$ cat config.mk
export PLATFORM = sky130hd
export DESIGN_NAME = mdm_loop_top
export DESIGN_NICKNAME = d
export VERILOG_FILES = /design/src/rtl/mdm_pkg.sv /design/src/rtl/mdm_ctrl_reg.sv /design/src/rtl/mdm_line_map.sv /design/src/rtl/mdm_delta_track.sv /design/src/rtl/mdm_loop_top.sv
export SDC_FILE = /design/constraint.sdc
export NUM_CORES = 1
export LEC_CHECK = 0
export ABC_AREA = 0
export BUFFER_PORTS_ARGS = -buffer_cell sky130_fd_sc_hd__buf_2
export CAP_MARGIN = 20
export CELL_PAD_IN_SITES_DETAIL_PLACEMENT = 1
export CELL_PAD_IN_SITES_GLOBAL_PLACEMENT = 1
export CORE_MARGIN = 2
export CORE_UTILIZATION = 24
export CTS_CLUSTER_DIAMETER = 100
export DETAILED_ROUTE_END_ITERATION = 7
export PLACE_DENSITY_LB_ADDON = 0.1
export SYNTH_ARGS = -nofsm -noshare
export SYNTH_HDL_FRONTEND = slang
export SYNTH_SLANG_ARGS = --single-unit
$ cat constraint.sdc
create_clock -name clk -period 1.2 [get_ports clk]
set_clock_uncertainty 0.15 [all_clocks]
set_input_delay 0.3 -clock clk [delete_from_list [all_inputs] [get_ports clk]]
set_output_delay 0.3 -clock clk [all_outputs]
set_load 0.005 [all_outputs]
$ cat src/rtl/mdm_pkg.sv
// Package: shared types for the modem control/status block.
// Assumes: control bit order DTR, RTS, OUT1, OUT2, LOOP (bit 0 upward);
// status line order CTS, DSR, RI, DCD (bit 0 upward within a nibble).
package mdm_pkg;

    localparam int CTRL_W  = 5;
    localparam int LINES_N = 4;

    typedef struct packed {
        logic loop;
        logic out2;
        logic out1;
        logic rts;
        logic dtr;
    } ctrl_t;

    typedef struct packed {
        logic dcd;
        logic ri;
        logic dsr;
        logic cts;
    } lines_t;

    // Line index whose change flag records only a 1-to-0 transition.
    localparam int FALL_ONLY_IDX = 2;

    // Status lines seen when loopback is off.
    localparam lines_t IDLE_LINES = '{dcd: 1'b1, ri: 1'b0, dsr: 1'b1, cts: 1'b0};

endpackage

$ cat src/rtl/mdm_ctrl_reg.sv
// Module: modem-control register.
// Holds the five writable control bits and presents both the stored value
// and the value that a write in this cycle would store.
// Assumes: the write address is compared against a single parameter.
module mdm_ctrl_reg
    import mdm_pkg::*;
#(
    parameter int                ADDR_W   = 3,
    parameter logic [ADDR_W-1:0] CTRL_ADR = ADDR_W'(4)
) (
    input  logic              clk,
    input  logic              rst_n,
    input  logic              wr_en,
    input  logic [ADDR_W-1:0] wr_addr,
    input  logic [7:0]        wr_data,
    output ctrl_t             ctrl_q,
    output ctrl_t             ctrl_nx,
    output logic              ctrl_wr
);

    // Decode a control write and mask the incoming data to its legal bits.
    always_comb begin
        ctrl_wr = wr_en && (wr_addr == CTRL_ADR);
        ctrl_nx = ctrl_wr ? ctrl_t'(wr_data[CTRL_W-1:0]) : ctrl_q;
    end

    // Store the control value; reset clears every bit.
    always_ff @(posedge clk) begin
        if (!rst_n) begin
            ctrl_q <= '0;
        end else begin
            ctrl_q <= ctrl_nx;
        end
    end

endmodule

$ cat src/rtl/mdm_line_map.sv
// Module: maps a control value to the four status lines.
// In loopback each line follows one control bit. Otherwise the lines take
// the fixed idle pattern. Purely combinational.
module mdm_line_map
    import mdm_pkg::*;
(
    input  ctrl_t  ctrl,
    output lines_t lines
);

    // Select the loopback mirror or the fixed idle lines.
    always_comb begin
        if (ctrl.loop) begin
            lines.cts = ctrl.rts;
            lines.dsr = ctrl.dtr;
            lines.ri  = ctrl.out1;
            lines.dcd = ctrl.out2;
        end else begin
            lines = IDLE_LINES;
        end
    end

endmodule

$ cat src/rtl/mdm_delta_track.sv
// Module: sticky change flags, one lane per status line.
// A lane sets on an update whose old/new lines differ. The lane named by
// FALL_ONLY_IDX sets only on a 1-to-0 step. A clear request drops the flags
// held so far, but a flag set in the same cycle survives.
module mdm_delta_track
    import mdm_pkg::*;
#(
    parameter int NLANES = LINES_N
) (
    input  logic              clk,
    input  logic              rst_n,
    input  logic              upd,
    input  logic [NLANES-1:0] old_lines,
    input  logic [NLANES-1:0] new_lines,
    input  logic              clr,
    output logic [NLANES-1:0] flags_q
);

    logic [NLANES-1:0] hit;

    // Per-lane edge detection; the lane kind is chosen by index.
    for (genvar g = 0; g < NLANES; g++) begin : g_lane
        if (g == FALL_ONLY_IDX) begin : g_fall
            // Falling edge only.
            always_comb hit[g] = upd && old_lines[g] && !new_lines[g];
        end else begin : g_any
            // Any change.
            always_comb hit[g] = upd && (old_lines[g] ^ new_lines[g]);
        end
    end

    // Hold flags; a clear wipes prior flags while new hits still land.
    always_ff @(posedge clk) begin
        if (!rst_n) begin
            flags_q <= '0;
        end else begin
            flags_q <= (clr ? '0 : flags_q) | hit;
        end
    end

endmodule

$ cat src/rtl/mdm_loop_top.sv
// Module: modem control/status block with loopback.
// Status bits 7:4 are derived from the stored control value; bits 3:0 are
// sticky change flags cleared by a status read. Reads are combinational.
// Assumes: the host never depends on rd_data for addresses other than the
// control and status addresses (those read as zero).
module mdm_loop_top
    import mdm_pkg::*;
#(
    parameter int                ADDR_W   = 3,
    parameter logic [ADDR_W-1:0] CTRL_ADR = ADDR_W'(4),
    parameter logic [ADDR_W-1:0] STAT_ADR = ADDR_W'(6)
) (
    input  logic              clk,
    input  logic              rst_n,
    input  logic              wr_en,
    input  logic [ADDR_W-1:0] wr_addr,
    input  logic [7:0]        wr_data,
    input  logic              rd_en,
    input  logic [ADDR_W-1:0] rd_addr,
    output logic [7:0]        rd_data,
    output logic [7:0]        msr_o,
    output logic              loopback_o,
    output logic              modem_chg_o
);

    ctrl_t               ctrl_q;
    ctrl_t               ctrl_nx;
    logic                ctrl_wr;
    lines_t              lines_now;
    lines_t              lines_nx;
    logic [LINES_N-1:0]  flags;
    logic                stat_rd;

    mdm_ctrl_reg #(
        .ADDR_W   (ADDR_W),
        .CTRL_ADR (CTRL_ADR)
    ) u_ctrl (
        .clk     (clk),
        .rst_n   (rst_n),
        .wr_en   (wr_en),
        .wr_addr (wr_addr),
        .wr_data (wr_data),
        .ctrl_q  (ctrl_q),
        .ctrl_nx (ctrl_nx),
        .ctrl_wr (ctrl_wr)
    );

    mdm_line_map u_map_now (
        .ctrl  (ctrl_q),
        .lines (lines_now)
    );

    mdm_line_map u_map_nx (
        .ctrl  (ctrl_nx),
        .lines (lines_nx)
    );

    // Status read strobe used for clear-on-read.
    always_comb stat_rd = rd_en && (rd_addr == STAT_ADR);

    mdm_delta_track #(
        .NLANES (LINES_N)
    ) u_delta (
        .clk       (clk),
        .rst_n     (rst_n),
        .upd       (ctrl_wr),
        .old_lines (lines_now),
        .new_lines (lines_nx),
        .clr       (stat_rd),
        .flags_q   (flags)
    );

    // Assemble outputs from stored state.
    always_comb begin
        msr_o       = {lines_now, flags};
        loopback_o  = ctrl_q.loop;
        modem_chg_o = |flags;
    end

    // Read data mux by address.
    always_comb begin
        if (rd_addr == CTRL_ADR) begin
            rd_data = {{(8 - CTRL_W){1'b0}}, ctrl_q};
        end else if (rd_addr == STAT_ADR) begin
            rd_data = msr_o;
        end else begin
            rd_data = 8'h00;
        end
    end

endmodule

==> run_results.csv <==
group,metric,value,unit
outcome,status,"finished, violations left",
outcome,violations,"setup timing",
job,maxCapViolCount,0,
worst_hold_path,hold_path.class,"in -> reg",
placed_design,dp_hpwl,1310,microns
global_route,grt_pass1_vias,646,
route,drtIter0Drc,3,
clock_tree,path_clk_slew,0.07,ns
power_and_ir_drop,combPwrFrac,18.2,%
route,route.detailed.drc,0,
timing,worst_pin_slew,0.214,ns
synth,ys_seq_area_share,33.3,%
power_and_ir_drop,swShare,25.5,%
global_route,gr-total-overflow,0,
timing,final-setup-viol-count,20,
setup_path,crit_type,"reg -> out",
final_layout,diodes,0,
floorplanning,fp.dieW,51.5,microns
global_route,grt_max_degree,11,
power_and_ir_drop,total_leakage_power,0.501,nW
synth,ys_ff_latch,9,
synth,postSynthCellCount,64,
power_and_ir_drop,internal-power,493,uW
timing,drv_slew,0,
setup_path,worst-r2r-setup-slack,-0.02,ns
global_route,grt_pass1_wl,2830,microns
synth,ys_types,21,
timing,fin_crit,1.67,ns
timing,tns,-4.44,ns
setup_path,r2r_cells,5,
setup_path,r2r-end,"u_delta.flags_q[0]$_SDFF_PN0_",
power_and_ir_drop,max-vdd-ir-drop,660,uV
power_and_ir_drop,p_seq_share,46.5,%
route,routedWlPerCell,12.6,microns
worst_hold_path,hold_depth,3,
setup_path,cp-end-kind,"output port",
floorplanning,die-area,0.00265,sq mm
clock_tree,cts_tree,"done",
setup_path,required,0.75,ns
power_and_ir_drop,p_total,662,uW
floorplanning,io_pins,36,
floorplanning,initial_utilization,25.0,%
setup_path,arrival,1.22,ns
synth,syn_area_per_cell,8.47,sq um
route,viasPerCell,4.39,
global_route,grtUsageTotal,14.5,%
synth,yosysWarnings,0,
global_route,antenna_found_initial,0,
timing,fin_hold_ws,0.168,ns
final_layout,nFillCells,271,
route,detail-route-antenna-nets,0,
worst_hold_path,hold_end,"u_ctrl.ctrl_q[1]$_SDFF_PN0_",
floorplanning,rows,17,
synth,synth.area.top_cells,"dfxtp_1 (33%), mux2i_1 (17%), nor2b_1 (10%), nor2_1 (4.8%), o21ai_0 (3.7%)",
floorplanning,die_h,51.5,microns
setup_path,r2r_start,"u_ctrl.ctrl_q[4]$_SDFF_PN0_",
final_layout,layout_common_cells,"buf_2 (25), buf_6 (20), nor2b_1 (9), mux2i_1 (9), buf_4 (8)",
clock_tree,clock_path_buffers,2,
synth,netlist.top_cell.by_area,"dfxtp_1",
route,via_count,641,
setup_path,start_kind,"flip-flop",
clock_tree,clockRootBuffer,"clkbuf_4",
power_and_ir_drop,pwr-share-clk,35.3,%
timing,max_clock_freq,597,MHz
power_and_ir_drop,power.switching,169,uW
final_layout,final_nets,137,
placed_design,portBuffers,32,
setup_path,cp_max_fo,2,
final_layout,syn_to_final_growth,91.7,%
placed_design,gp_congestion,0.644,
clock_tree,insertion_delay,0.25,ns
timing,grt_setup_unrepaired,"yes",
timing,worst_slack,-0.475,ns
final_layout,layout-drive-gt1-share,62.7,%
timing,finalHoldViolations,0,
clock_tree,cts_sinks,9,
synth,mappedNetlistArea,542,sq um
power_and_ir_drop,powerDensity,638,mW/mm^2
floorplanning,core,0.00217,sq mm
synth,yosysTopAreaCellShare,33.3,%
route,drt_wl_total,1850,microns
timing,slew_headroom,85.7,%
clock_tree,numCtsBuffers,3,
route,firstDrtPassIters,2,
clock_tree,h-tree-depth,1,
worst_hold_path,min_from,"wr_data[1]",
final_layout,utilization,47.9,%
timing,period_share,140,%
final_layout,layout_commonest_cell,"buf_2",
synth,synth_nets,82,
layer usage:
metal	vias to the layer above	wire [microns]	track usage (%)
li1	322	-	-
met1	295	796	17.1
met2	24	925	26.1
met3	0	124	2.30
met4	0	0	5.26
met5	-	0	0
cell usage after synthesis:
cell,number
dfxtp_1,9
mux2i_1,9
nor2b_1,9
nor2_1,7
o21ai_0,4
inv_1,3
nand2_1,3
nand3_1,3
and2_1,2
and2b_1,2
buf_2,2
xnor2_1,2
a32oi_1,1
and3_1,1
and4bb_1,1
buf_6,1
nand2_2,1
nand2b_1,1
nand4b_1,1
or4_1,1
xor2_1,1
how the worst max path moves through the flow:
stage                                              from          end  slack [ns]  depth (start not counted)
after floorplan           u_delta.flags_q[0]$_SDFF_PN0_  modem_chg_o       -0.09                          1
final                     u_delta.flags_q[3]$_SDFF_PN0_  modem_chg_o       -0.47                          2
after global placement    u_delta.flags_q[0]$_SDFF_PN0_  modem_chg_o       -0.20                          2
after detailed placement  u_delta.flags_q[0]$_SDFF_PN0_  modem_chg_o       -0.20                          2
after CTS                 u_delta.flags_q[3]$_SDFF_PN0_  modem_chg_o       -0.48                          2
after global routing      u_delta.flags_q[3]$_SDFF_PN0_  modem_chg_o       -0.52                          2
cell families after synthesis:
logic type	synth area share, %
XOR/XNOR	4.85
AO/OA/AOI/OAI	5.31
flip-flops	33.3
buffers and inverters	6.00
multiplexers	16.6
AND/OR/NAND/NOR	33.9
power groups by stage:
stage                     combinational (mW)  clock [mW]  sequential, mW
final                                  0.121       0.234           0.308
after CTS                              0.112       0.236           0.307
after global routing                   0.133       0.259           0.308
after floorplan                       0.0505           0           0.314
after detailed placement              0.0981           0           0.315
after global placement                0.0960           0           0.314
per-stage QoR:
step                      worst slack, ns  instance area (sq um)  cells
after floorplan                   -0.0904                    543     64
after global placement             -0.205                    792    131
after detailed placement           -0.197                    792    131
after CTS                          -0.476                    951    141
after global routing               -0.519                   1040    146
final                              -0.475                   1040    146
sequential cells by signal (all words and copies together), names as in the netlist:
register / count
u_ctrl.ctrl_q: 5
u_delta.flags_q: 4
area by class of cell:
cell class / instances / area (sq um) / share of cell area, %
flip-flops and latches: 9 / 191 / 18.4
repair buffers: 53 / 410 / 39.5
clock buffers: 3 / 22.5 / 2.17
clock inverters: 1 / 5.00 / 0.482
multi-input cells: 49 / 363 / 34.9
well taps: 28 / 35.0 / 3.37
inverters: 3 / 11.3 / 1.08
worst max-delay path, cell delays in order, from the launching register on:
cell and delay (ns):
dfxtp_2 0.32, or4_1 0.51, buf_2 0.15
what timing repair did:
action / in CTS / in global routing
gates cloned: 0 / 0
buffers inserted: 8 / 7
pin swaps: 9 / 9
gates resized for setup: 26 / 15
setup endpoints to repair: 21 / 22
hold buffers: 0 / 0
Power figures use the tool's default switching activity.
